==> src/rtl/sio_pkg.sv <==
package sio_pkg;
  localparam int BUS_W  = 32;
  localparam int ADDR_W = 4;
  localparam int BYTE_W = 8;
  localparam int LVL_W  = 6;
  localparam int NFLAG  = 5;

  localparam logic [ADDR_W-1:0] OFS_CTRL = 4'h0;
  localparam logic [ADDR_W-1:0] OFS_RXD  = 4'h4;
  localparam logic [ADDR_W-1:0] OFS_TXD  = 4'h8;
  localparam logic [ADDR_W-1:0] OFS_STAT = 4'hC;

  // control bit positions
  localparam int C_FLOW  = 12;
  localparam int C_LSEL  = 14;
  localparam int C_EN    = 15;
  localparam int C_RXDMA = 16;
  localparam int C_TXDMA = 17;
  localparam int C_RXIE  = 18;
  localparam int C_TXIE  = 19;
  localparam int C_LOOP  = 20;

  localparam logic [BUS_W-1:0] CTRL_MASK =
    (32'd1 << C_FLOW) | (32'd1 << C_LSEL) | (32'd1 << C_EN) |
    (32'd1 << C_RXDMA) | (32'd1 << C_TXDMA) | (32'd1 << C_RXIE) |
    (32'd1 << C_TXIE) | (32'd1 << C_LOOP);

  // status bit positions; flags occupy 0..NFLAG-1
  localparam int S_RXP   = 0;
  localparam int S_TXP   = 1;
  localparam int S_OVR   = 2;
  localparam int S_TXERR = 3;
  localparam int S_CHERR = 4;
  localparam int S_RXE   = 5;
  localparam int S_TXF   = 6;
  localparam int S_CTS   = 7;
  localparam int S_RTS   = 8;
  localparam int S_TXE   = 10;
  localparam int S_LVL   = 11;
endpackage

==> src/rtl/sio_fifo.sv <==
module sio_fifo #(
  parameter int W     = 8,
  parameter int DEPTH = 16
) (
  input  logic                         clk,
  input  logic                         rst_n,
  input  logic                         push,
  input  logic [W-1:0]                 wdata,
  input  logic                         pop,
  output logic [W-1:0]                 rdata,
  output logic                         full,
  output logic                         empty,
  output logic [$clog2(DEPTH+1)-1:0]   count
);
  localparam int PW = $clog2(DEPTH);
  localparam int CW = $clog2(DEPTH + 1);
  localparam logic [PW-1:0] LAST = PW'(DEPTH - 1);

  logic [W-1:0]  mem [DEPTH];
  logic [PW-1:0] wr_ptr, rd_ptr;

  always_ff @(posedge clk) begin
    if (push) mem[wr_ptr] <= wdata;
  end

  always_ff @(posedge clk or negedge rst_n) begin
    if (!rst_n) begin
      wr_ptr <= '0;
      rd_ptr <= '0;
      count  <= '0;
    end else begin
      if (push) wr_ptr <= (wr_ptr == LAST) ? '0 : wr_ptr + 1'b1;
      if (pop)  rd_ptr <= (rd_ptr == LAST) ? '0 : rd_ptr + 1'b1;
      if (push && !pop)      count <= count + 1'b1;
      else if (pop && !push) count <= count - 1'b1;
    end
  end

  assign rdata = mem[rd_ptr];
  assign full  = (count == CW'(DEPTH));
  assign empty = (count == '0);

  assert_no_overflow_R4: assert property (@(posedge clk) disable iff (!rst_n)
    !(push && full));
  assert_no_underflow_R5: assert property (@(posedge clk) disable iff (!rst_n)
    !(pop && empty));
endmodule

==> src/rtl/sio_flags.sv <==
module sio_flags
  import sio_pkg::*;
(
  input  logic             clk,
  input  logic             rst_n,
  input  logic             rx_nonempty,
  input  logic             tx_empty,
  input  logic             set_ovr,
  input  logic             set_txerr,
  input  logic             set_cherr,
  input  logic [NFLAG-1:0] clr,
  input  logic             rx_ie,
  input  logic             tx_ie,
  output logic [NFLAG-1:0] flags,
  output logic             irq
);
  logic [NFLAG-1:0] set_v;

  always_comb begin
    set_v          = '0;
    set_v[S_RXP]   = rx_nonempty;
    set_v[S_TXP]   = tx_empty;
    set_v[S_OVR]   = set_ovr;
    set_v[S_TXERR] = set_txerr;
    set_v[S_CHERR] = set_cherr;
  end

  // set wins over a same-cycle write-one-to-clear
  always_ff @(posedge clk or negedge rst_n) begin
    if (!rst_n) flags <= '0;
    else        flags <= set_v | (flags & ~clr);
  end

  assign irq = (flags[S_RXP] & rx_ie) | (flags[S_TXP] & tx_ie);

  assert_rxpend_follows_R9: assert property (@(posedge clk) disable iff (!rst_n)
    rx_nonempty |=> flags[S_RXP]);
  assert_w1c_ovr_R8: assert property (@(posedge clk) disable iff (!rst_n)
    (clr[S_OVR] && !set_ovr) |=> !flags[S_OVR]);
endmodule

==> src/rtl/sio_regif.sv <==
module sio_regif
  import sio_pkg::*;
#(
  parameter int TX_DEPTH = 16,
  parameter int RX_DEPTH = 16
) (
  input  logic              clk,
  input  logic              rst_n,
  input  logic              bus_sel,
  input  logic              bus_wr,
  input  logic [ADDR_W-1:0] bus_addr,
  input  logic [BUS_W-1:0]  bus_wdata,
  output logic [BUS_W-1:0]  bus_rdata,
  output logic              tx_valid,
  input  logic              tx_ready,
  output logic [BYTE_W-1:0] tx_data,
  input  logic              rx_valid,
  output logic              rx_ready,
  input  logic [BYTE_W-1:0] rx_data,
  input  logic              rx_err,
  input  logic              cts_in,
  output logic              rts_out,
  output logic              loop_en,
  output logic              irq
);
  localparam int TX_CW = $clog2(TX_DEPTH + 1);
  localparam int RX_CW = $clog2(RX_DEPTH + 1);

  logic [BUS_W-1:0]  ctrl_q;
  logic              wr_ctrl, wr_txd, wr_stat, rd_rxd;
  logic              port_en, flow_on;
  logic              tx_push, tx_pop, tx_full, tx_empty, tx_drop;
  logic              rx_push, rx_pop, rx_full, rx_empty, rx_ovr;
  logic [TX_CW-1:0]  tx_cnt;
  logic [RX_CW-1:0]  rx_cnt;
  logic [BYTE_W-1:0] rx_head;
  logic [NFLAG-1:0]  flags, clr;
  logic [LVL_W-1:0]  level;
  logic [BUS_W-1:0]  stat;

  assign wr_ctrl = bus_sel &&  bus_wr && (bus_addr == OFS_CTRL);
  assign wr_txd  = bus_sel &&  bus_wr && (bus_addr == OFS_TXD);
  assign wr_stat = bus_sel &&  bus_wr && (bus_addr == OFS_STAT);
  assign rd_rxd  = bus_sel && !bus_wr && (bus_addr == OFS_RXD);

  always_ff @(posedge clk or negedge rst_n) begin
    if (!rst_n)       ctrl_q <= '0;
    else if (wr_ctrl) ctrl_q <= bus_wdata & CTRL_MASK;
  end

  assign port_en = ctrl_q[C_EN];
  assign flow_on = ctrl_q[C_FLOW];
  assign loop_en = ctrl_q[C_LOOP];

  // transmit side
  assign tx_push  = wr_txd && !tx_full;
  assign tx_drop  = wr_txd &&  tx_full;
  assign tx_valid = port_en && !tx_empty && (!flow_on || cts_in);
  assign tx_pop   = tx_valid && tx_ready;

  sio_fifo #(.W(BYTE_W), .DEPTH(TX_DEPTH)) u_txq (
    .clk(clk), .rst_n(rst_n),
    .push(tx_push), .wdata(bus_wdata[BYTE_W-1:0]),
    .pop(tx_pop), .rdata(tx_data),
    .full(tx_full), .empty(tx_empty), .count(tx_cnt)
  );

  // receive side
  assign rx_ready = port_en && !rx_full;
  assign rx_push  = rx_valid && rx_ready;
  assign rx_ovr   = rx_valid && port_en && rx_full;
  assign rx_pop   = rd_rxd && !rx_empty;
  assign rts_out  = !flow_on || !rx_full;

  sio_fifo #(.W(BYTE_W), .DEPTH(RX_DEPTH)) u_rxq (
    .clk(clk), .rst_n(rst_n),
    .push(rx_push), .wdata(rx_data),
    .pop(rx_pop), .rdata(rx_head),
    .full(rx_full), .empty(rx_empty), .count(rx_cnt)
  );

  // sticky flags and interrupt
  assign clr = wr_stat ? bus_wdata[NFLAG-1:0] : '0;

  sio_flags u_flags (
    .clk(clk), .rst_n(rst_n),
    .rx_nonempty(!rx_empty), .tx_empty(tx_empty),
    .set_ovr(rx_ovr), .set_txerr(tx_drop), .set_cherr(rx_push && rx_err),
    .clr(clr), .rx_ie(ctrl_q[C_RXIE]), .tx_ie(ctrl_q[C_TXIE]),
    .flags(flags), .irq(irq)
  );

  // status word and read mux
  assign level = ctrl_q[C_LSEL] ? LVL_W'(tx_cnt) : LVL_W'(rx_cnt);

  always_comb begin
    stat                 = '0;
    stat[NFLAG-1:0]      = flags;
    stat[S_RXE]          = rx_empty;
    stat[S_TXF]          = tx_full;
    stat[S_CTS]          = cts_in;
    stat[S_RTS]          = rts_out;
    stat[S_TXE]          = tx_empty;
    stat[S_LVL +: LVL_W] = level;
  end

  always_comb begin
    unique case (bus_addr)
      OFS_CTRL: bus_rdata = ctrl_q;
      OFS_RXD:  bus_rdata = rx_empty ? '0 : BUS_W'(rx_head);
      OFS_STAT: bus_rdata = stat;
      default:  bus_rdata = '0;
    endcase
  end

  assert_cts_hold_R12: assert property (@(posedge clk) disable iff (!rst_n)
    (flow_on && !cts_in) |-> !tx_valid);
  assert_txdrop_flag_R4: assert property (@(posedge clk) disable iff (!rst_n)
    (wr_txd && tx_full) |=> stat[S_TXERR]);
  assert_overrun_flag_R6: assert property (@(posedge clk) disable iff (!rst_n)
    (rx_valid && port_en && rx_full) |=> stat[S_OVR]);
  assert_rx_empty_read_R5: assert property (@(posedge clk) disable iff (!rst_n)
    (rd_rxd && rx_empty) |-> (bus_rdata == '0));
endmodule

==> config.mk <==
export PLATFORM = sky130hd
export DESIGN_NAME = sio_regif
export DESIGN_NICKNAME = d
export VERILOG_FILES = /design/src/rtl/sio_pkg.sv /design/src/rtl/sio_fifo.sv /design/src/rtl/sio_flags.sv /design/src/rtl/sio_regif.sv
export SDC_FILE = /design/constraint.sdc
export NUM_CORES = 1
export LEC_CHECK = 0
export BUFFER_PORTS_ARGS = -buffer_cell sky130_fd_sc_hd__buf_2
export CAP_MARGIN = 20
export CORE_MARGIN = 3
export CORE_UTILIZATION = 40
export DETAILED_ROUTE_END_ITERATION = 16
export PLACE_DENSITY = 0.57
export SYNTH_ARGS = -nofsm -noshare
export SYNTH_HDL_FRONTEND = slang
export SYNTH_HIERARCHICAL = 1
export SYNTH_SLANG_ARGS = --single-unit
==> constraint.sdc <==
create_clock -name clk -period 5.1 [get_ports clk]
set_input_delay 0.765 -clock clk [delete_from_list [all_inputs] [get_ports clk]]
set_output_delay 0.765 -clock clk [all_outputs]
set_load 0.01 [all_outputs]
==> flow_metrics.tcl, run 1 <==
set metrics [dict create \
    synth_edf_count 256 \
    drive_gt1_frac 0.196 \
    port_buffers 68 \
    max_cap_violations 0 \
    synth_warnings 6 \
    worst_pin_slew_ns 1.04 \
    drc 0 \
    netlist-cell-type-count 46 \
    critPathMaxFanout 19 \
    cts_buffers 30 \
    critPathMaxStageDelay_ns 1.02 \
    clk_latency_ns 0.55 \
    regToRegSetupSlack_ns 1.48 \
    place_congestion 0.755 \
    fin_skew_ns 0.0129 \
    cp_cell_sequence "nor2b_1 > a22oi_1 > nand3_1 > o21ai_1 > a22o_1 > buf_2" \
    p_leak_nw 4.84 \
    fmax_mhz 258 \
    place_inst 1223 \
    antenna_found_initial 0 \
    final_nets 932 \
    cts_resized 0 \
    setup_ws_ns 1.23 \
    syn_avg_cell_area_um2 16.0 \
    placed_area_um2 13300 \
    first_global_vias 6761 \
    routed_wl_mm 26.4 \
    grt-ovfl-total 0 \
    final_cell_mix "256 x edfxtp_1, 87 x mux2i_1, 68 x buf_2" \
    grt_use_total 0.156 \
    crit_type "reg -> out" \
    final_cells 1280 \
    cts_tree "done" \
    relSlewSlack 0.308 \
    powerDensity_nw_per_um2 454 \
    cts-htree-levels 1 \
    placementRows 64 \
    r2r_cells 12 \
    vias 6685 \
    drv_slew 0 \
    fin_crit_ns 3.87 \
    clk_pin_slew_worst_paths_ns 0.06 \
    grt_first_pass_wirelength_mm 40.5 \
    setup_viol 0 \
    synthFlopType "edfxtp_1" \
    dr.first_iter.drc_count 400 \
    fin_area_um2 14200 \
    area_growth_pct 12.6 \
    syn-instance-count 788 \
    status "finished, final reports clean" \
    timing_hold_violations_final 0 \
    ys_ff_latch 295 \
    tns_ns 0 \
    min_path_type "in -> async" \
    start_util 0.410 \
    antenna_left 0 \
    diodes 0 \
    die_w_um 184 \
    ctsHoldBuffers 0 \
    ir_drop_mv 0.205 \
    drt-wirelength-per-cell_um 20.6 \
    rsz0062_at_grt "false" \
    place_worst_setup_slack_ns 1.47 \
    dieHeight_um 184 \
    viasPerCell 5.22 \
    syn_area_um2 12600 \
    dieArea_um2 33800 \
    start_kind "register" \
    cts_max_path_buffers 3 \
    cp.arrival_ns 3.11 \
    fp.coreArea_um2 30800 \
    seq_area_frac_synth 0.685 \
    cts-root-buf "clkbuf_16" \
    fin_crit_sh 0.759 \
    dp_hpwl_mm 17.1 \
    clkSinkCount 295 \
    critical_path_required_ns 4.34 \
    grt_max_degree 40 \
    post_cts_buffers 0 \
    cpMaxStageDelayCell "dfrtp_1" \
    hold_ws_ns 0.316 \
    crit_path_end_kind "output port" \
    ioPinCount 97 \
    final_common_cell "edfxtp_1" \
    firstDrtPassIters 6 \
    synthArstFlopShare 0.132 \
]
-- metal layers --
metal  wire [µm]  track usage
met1       12000        0.225
met2       12500        0.253
met3        1530       0.0255
met4         386       0.0333
met5           0            0
-- worst paths after layout --
kind | from | end
worst max-delay path | u_rxq/rd_ptr[1] | bus_rdata[0]
worst min-delay path | rst_n | u_txq/wr_ptr[3]
worst max register to register | u_rxq/count[0] | u_rxq/count[4]
worst min register to register | u_flags/flags[2] | u_flags/flags[2]
max in group asynchronous | rst_n | u_txq/rd_ptr[2]
min in group clk | bus_wdata[14] | ctrl_q[14]
-- registers in the layout, summed over array words and instances, names as in the netlist --
signal and flops:
u_txq/wr_ptr 4, ctrl_q 8, u_rxq/count 5, u_rxq/rd_ptr 4, u_rxq/mem 128, u_txq/mem 128, u_txq/count 5, u_txq/rd_ptr 4
u_flags/flags 5, u_rxq/wr_ptr 4
-- synthesized netlist by cell type (2+ instances only) --
library cell,instances,area share
edfxtp_1,256,0.61
mux2i_1,87,0.069
dfrtp_1,39,0.077
nand2_1,38,0.011
nor2_1,38,0.011
a22oi_1,32,0.019
mux4_2,32,0.057
nand3_1,26,0.010
buf_4,22,0.013
inv_1,19,0.0056
ha_1,18,0.018
o21ai_0,18,0.0071
o21ai_1,16,0.0063
clkbuf_1,15,0.0045
and2_1,13,0.0064
nor3_1,12,0.0048
mux2_2,10,0.0089
a21o_1,9,0.0053
nand2b_1,9,0.0045
a21oi_1,8,0.0032
a22o_1,8,0.0055
buf_6,8,0.0071
xnor2_1,8,0.0055
buf_2,6,0.0024
nor2b_1,6,0.0030
mux2_1,4,0.0036
a2111oi_0,2,0.0014
a31oi_1,2,0.00099
and2b_1,2,0.0012
and3_1,2,0.00099
clkbuf_2,2,0.00079
fa_1,2,0.0032
nor3b_1,2,0.0012
nor4_1,2,0.00099
o211ai_1,2,0.0012
o31ai_1,2,0.0012
xor2_1,2,0.0014
-- stage by stage --
step,util,power (W)
after floorplan,-,0.00403
after global placement,0.431,0.00442
after detailed placement,0.431,0.00443
after CTS,0.461,0.00651
after global routing,0.462,0.00679
final,0.462,0.00646
-- power breakdown --
group	leakage (nW)	switching (W)	internal [W]	total (W)
combinational	1.61	0.000715	0.000654	0.00137
clock	0.452	0.000886	0.00118	0.00207
sequential	2.78	0.000262	0.00276	0.00302
total	4.84	0.00186	0.00460	0.00646
-- worst max-delay path: cells and delay by family, from the launching register on --
family          cells  cell delay, ns
flops               1            1.02
simple gates        2            0.75
buf+inv             1            0.14
compound gates      3            0.62
-- cell type report --
class	instances	area (µm²)
timing repair buffer	82	478
multi-input combinational	432	3590
inverter	19	71.3
clock buffer	40	788
clock inverter	16	138
fill	2633	16600
tap	396	495
sequential	295	8670
-- kinds of logic (layout without fill, tap and decap cells) --
family	Yosys count	in the layout	synth area share
fa+ha+maj	20	20	0.0210
other cells	1	12	0.000297
xor+xnor	10	10	0.00693
flops	295	295	0.685
mux	133	133	0.138
buf+inv	72	157	0.0335
simple gates	157	157	0.0625
compound gates	100	100	0.0520
(Power assumes the default switching activity.)
==> run 2: changes to the inputs <==
Settings changed: PLACE_DENSITY 0.57 to 0.59.
Clock period 5.1 ns to 3.23 ns, I/O delays scaled along.
==> run 2 against run 1 <==
Net effect:
- critical path depth up 6
- die area unchanged
- sequential cell count unchanged
- utilization up 1.0 points
- global-route usage up 0.30 points
- final area up 2.2%
- final cell count up 2.7%
==> flow_metrics.tcl, run 2 (synthesis gave the netlist of run 1 again) <==
set metrics [dict create \
    clk_pin_slew_worst_paths_ns 0.06 \
    multi_input_area_um2 3620 \
    routed_wl_mm 27.0 \
    hold_start "bus_wdata[12]" \
    drc 0 \
    diodes 0 \
    r2r_cells 12 \
    dr.first_iter.drc_count 439 \
    seqCellArea_um2 8670 \
    critical_path_required_ns 3.67 \
    clk_latency_ns 0.56 \
    fp.coreArea_um2 30800 \
    dieArea_um2 33800 \
    placementRows 64 \
    firstDrtPassIters 5 \
    status "finished, final reports clean" \
    final_nets 967 \
    regToRegSetupSlack_ns 0.16 \
    fin_crit_sh 0.952 \
    area_growth_pct 15.0 \
    hold_depth 2 \
    place_congestion 0.804 \
    relSlewSlack 0.409 \
    final_cell_mix "256 x edfxtp_1, 87 x mux2i_1, 68 x buf_2" \
    drv_slew 0 \
    dieHeight_um 184 \
    timing_hold_violations_final 0 \
    vias 6949 \
    final_common_cell "edfxtp_1" \
    crit_type "reg -> reg" \
    grt-ovfl-total 0 \
    first_global_vias 6966 \
    r2r_start "u_rxq/count[0]" \
    clkSinkCount 295 \
    tns_ns 0 \
    drive_gt1_frac 0.230 \
    setup_viol 0 \
    drt-wirelength-per-cell_um 20.5 \
    ioPinCount 97 \
    fin_crit_ns 3.07 \
    min_to "ctrl_q[12]" \
    grt_max_degree 28 \
    port_buffers 68 \
    cts_tree "done" \
    start_kind "register" \
    fillers 2692 \
    post_cts_buffers 0 \
    ir_drop_mv 0.404 \
    critPathMaxFanout 4 \
    cts-htree-levels 1 \
    powerDensity_nw_per_um2 714 \
    placed_area_um2 13500 \
    antenna_found_initial 1 \
    cts_buffers 31 \
    worst_pin_slew_ns 0.883 \
    fin_area_um2 14500 \
    die_w_um 184 \
    fmax_mhz 325 \
    dp_hpwl_mm 17.8 \
    cp.arrival_ns 3.51 \
    largest_registers "u_rxq/mem: 128 flops, u_txq/mem: 128 flops, ctrl_q: 8 flops" \
    hold_ws_ns 0.132 \
    r2r-end "u_rxq/count[4]" \
    grt_first_pass_wirelength_mm 41.3 \
    p_leak_nw 5.04 \
    min_path_type "in -> reg" \
    cts_max_path_buffers 3 \
    fin_skew_ns 0.0291 \
    antenna_left 0 \
    fin_util 0.472 \
    viasPerCell 5.29 \
    start_util 0.410 \
    grt_use_total 0.159 \
    crit_path_end_kind "register" \
    cts-root-buf "clkbuf_16" \
    max_cap_violations 0 \
]
-- run 2: how the worst max path moves through the flow --
stage | from | endpoint | cells past startpoint
finish | u_rxq/count[0] | u_rxq/count[4] | 12
global route | u_txq/count[0] | u_txq/count[4] | 11
global placement | u_rxq/count[3] | u_rxq/count[4] | 12
floorplan | u_rxq/count[0] | u_rxq/count[4] | 13
CTS | u_rxq/rd_ptr[2] | bus_rdata[6] | 5
detailed placement | u_rxq/count[3] | u_rxq/count[4] | 12
-- run 2: power breakdown --
group | switching [W] | internal, W
combinational | 0.00125 | 0.00106
sequential | 0.000339 | 0.00436
clock | 0.00138 | 0.00199
total | 0.00297 | 0.00741
-- run 2: routing by layer --
| layer | global-route usage | routed length, µm |
|---|---|---|
| met2 | 0.275 | 13500 |
| met4 | 0.0351 | 472 |
| met1 | 0.214 | 11700 |
| met5 | 0 | 13 |
| met3 | 0.0259 | 1290 |
-- run 2: cell type report --
cell class,count,area share
tap,396,0.0341
clock inverter,17,0.0108
inverter,19,0.00491
multi-input combinational,432,0.249
sequential,295,0.596
timing repair buffer,116,0.0495
clock buffer,39,0.0554
-- run 2: per-stage QoR --
step	total power, W	cells	setup WS, ns
detailed placement	0.00706	1257	0.106
CTS	0.0105	1314	0.000681
global route	0.0109	1314	-0.0263
finish	0.0104	1314	0.157
global placement	0.00701	1257	0.149
floorplan	0.00636	799	0.138
-- run 2: critical path: stages, from the launching register on --
cell	delay, ns
dfrtp_1	0.40
nor4_2	0.40
nor2b_1	0.24
nor2_1	0.07
and3_1	0.20
and3b_1	0.19
inv_1	0.08
ha_1	0.17
inv_1	0.10
fa_1	0.41
a21o_1	0.21
a2111oi_2	0.37
o31ai_1	0.12
-- run 2: repair_timing --
action,4_1_cts,5_1_grt
setup endpoints to repair,0,10
gates resized for setup,0,10
hold buffers,1,0
endpoints found under the hold margin,22,0
==> run 3: changes to the inputs <==
Settings changed: SYNTH_HIERARCHICAL 1 to default.
==> run 3 against run 2 <==
Net effect:
- power grew 6.5%
- critical path depth shrank 6
- hold slack lost 0.067 ns
- synthesized cell count shrank 12%
==> flow_metrics.tcl, run 3 <==
set metrics [dict create \
    grt_first_pass_wirelength_mm 40.2 \
    critPathMaxStageDelay_ns 0.58 \
    netlist-cell-type-count 58 \
    synthFlopType "edfxtp_1" \
    crit_type "reg -> out" \
    post_cts_buffers 0 \
    antenna_left 0 \
    final_cell_mix "256 x edfxtp_1, 68 x buf_2, 48 x mux4_2" \
    cts_tree "done" \
    drv_slew 0 \
    port_buffers 68 \
    cts-root-buf "clkbuf_16" \
    comb_power_share 0.235 \
    cts_buffers 31 \
    yosysMostFrequentCell "edfxtp_1" \
    relSlewSlack 0.265 \
    status "finished, final reports clean" \
    final_nets 864 \
    switching_share 0.277 \
    placementRows 64 \
    synth_top_family_by_area "multiplexers" \
    powerDensity_nw_per_um2 762 \
    fin_crit_sh 0.951 \
    diodes 0 \
    grt_max_degree 40 \
    r2r_cells 9 \
    syn_area_um2 12600 \
    cpMaxStageDelayCell "mux4_1" \
    antenna_found_initial 0 \
    ioPinCount 97 \
    syn_avg_cell_area_um2 18.0 \
    ir_drop_mv 0.543 \
    area_growth_pct 15.5 \
    timing_hold_violations_final 0 \
    power_frac_seq 0.424 \
    clkSinkCount 295 \
    yosys.area_share.simple 0.0532 \
    place_congestion 0.836 \
    synth_commonest_cells "256 x edfxtp_1, 48 x mux4_2, 39 x dfrtp_1" \
    grt-ovfl-total 0 \
    first_global_vias 6913 \
    cp.arrival_ns 2.59 \
    routed_wl_mm 26.4 \
    fin_crit_ns 3.07 \
    synth_warnings 0 \
    grt_use_total 0.155 \
    synthArstFlopShare 0.132 \
    cp_cell_sequence "buf_12 > mux4_1 > mux4_2 > clkinv_1 > o21ai_2 > buf_2" \
    crit_path_end_kind "output port" \
    start_util 0.408 \
    synth.area.top_cells "edfxtp_1 61%, mux4_2 8.6%, dfrtp_1 7.8%" \
    synthAdderAreaFrac 0.0211 \
    tns_ns 0 \
    clk_pin_slew_worst_paths_ns 0.06 \
    largest_registers "u_rxq.mem: 128 flops, u_txq.mem: 128 flops, ctrl_q: 8 flops" \
    dieArea_um2 33600 \
    rsz0062_at_grt "false" \
    p_leak_nw 5.09 \
    critPathMaxFanout 19 \
    firstDrtPassIters 4 \
    viasPerCell 5.30 \
    cts-htree-levels 1 \
    yosys.area.top_type "edfxtp_1" \
    start_kind "register" \
    fp.coreArea_um2 30700 \
    synthMuxAreaShare 0.156 \
    fmax_mhz 326 \
    fin_skew_ns 0.00991 \
    min_path_type "in -> async" \
    synth-compound-area-share 0.0387 \
    synth_edf_count 256 \
    ys_ff_latch 295 \
    final_common_cell "edfxtp_1" \
    setup_viol 0 \
    p_int_w 0.00800 \
    die_w_um 183 \
    worst_pin_slew_ns 1.10 \
    drive_gt1_frac 0.266 \
    critical_path_required_ns 2.75 \
    synth_top_area_frac 0.612 \
    drt-wirelength-per-cell_um 21.8 \
    synthXorXnorAreaFrac 0.00837 \
    clk_latency_ns 0.55 \
    syn-instance-count 697 \
    fin_util 0.472 \
    switchingPower_w 0.00306 \
    vias 6423 \
    max_cap_violations 0 \
    power_frac_clock 0.341 \
    dr.first_iter.drc_count 372 \
    dp_hpwl_mm 17.2 \
    drc 0 \
    cts_max_path_buffers 3 \
    dieHeight_um 183 \
    seq_area_frac_synth 0.690 \
]
## run 3: worst paths after layout
check | start | end | slack (ns)
max | u_rxq.rd_ptr[0] | bus_rdata[2] | 0.16
min | rst_n | u_rxq.count[0] | 0.06
max reg2reg | u_txq.count[2] | u_txq.count[4] | 0.35
min reg2reg | ctrl_q[16] | ctrl_q[16] | 0.49
max in group asynchronous | rst_n | u_txq.rd_ptr[0] | 2.53
min in group clk | bus_wdata[16] | ctrl_q[16] | 0.15
## run 3: repair_timing
| item | 4_1_cts | 5_1_grt |
|---|---|---|
| hold buffers | 0 | 0 |
| endpoints found under the setup margin | 0 | 6 |
| gates resized for setup | 0 | 3 |
## run 3: through the flow
step / hold slack, ns / worst slack, ns / total power [W] / cell area (µm²) / cells
global route: 0.115 / 0.0288 / 0.0116 / 14500 / 1213
detailed placement: 0.484 / 0.284 / 0.00730 / 13400 / 1152
floorplan: 0.189 / 0.328 / 0.00659 / 12600 / 708
CTS: 0.0728 / 0.00153 / 0.0111 / 14400 / 1210
finish: 0.0648 / 0.158 / 0.0111 / 14500 / 1213
global placement: 0.464 / 0.331 / 0.00721 / 13400 / 1152
## run 3: critical path: cells and delay by family (launching register included)
kind / cells / cell delay (ns)
buffers and inverters: 3 / 0.44
AOI/OAI and AO/OA: 1 / 0.07
muxes: 2 / 1.07
DFF: 1 / 0.42
## run 3: cell type report
class | count | area (µm²)
Sequential cell | 295 | 8670
Clock buffer | 35 | 791
Timing Repair Buffer | 100 | 644
Fill cell | 2629 | 16200
Clock inverter | 23 | 300
Tap cell | 396 | 495
Inverter | 18 | 67.6
Multi-Input combinational cell | 346 | 3540
## run 3: logic make-up after synthesis
| logic type | after synthesis |
|---|---|
| and+or+nand+nor | 132 |
| xor gates and xnor gates | 12 |
| DFF | 295 |
| muxes | 100 |
| adders and majority gates | 20 |
| AOI/OAI and AO/OA | 70 |
| other | 1 |
| buffers and inverters | 67 |
## run 3: per-layer routing
| metal | global-route usage | wire (µm) | part of all wire | vias to the layer above |
|---|---|---|---|---|
| met2 | 0.285 | 14100 | 0.53 | 126 |
| met1 | 0.194 | 10600 | 0.40 | 3325 |
| li1 | - | - | - | 2934 |
| met4 | 0.0363 | 506 | 0.019 | 0 |
| met5 | 0 | 0 | 0 | - |
| met3 | 0.0242 | 1150 | 0.044 | 38 |
## run 3: power groups by stage
| stage | Clock [W] | Combinational (W) | Sequential (W) |
|---|---|---|---|
| 4_1_cts | 0.00384 | 0.00258 | 0.00467 |
| 3_5_place_dp | 0 | 0.00256 | 0.00474 |
| 6_report | 0.00377 | 0.00260 | 0.00468 |
| 2_1_floorplan | 0 | 0.00202 | 0.00457 |
| 5_1_grt | 0.00400 | 0.00285 | 0.00473 |
| 3_3_place_gp | 0 | 0.00249 | 0.00472 |
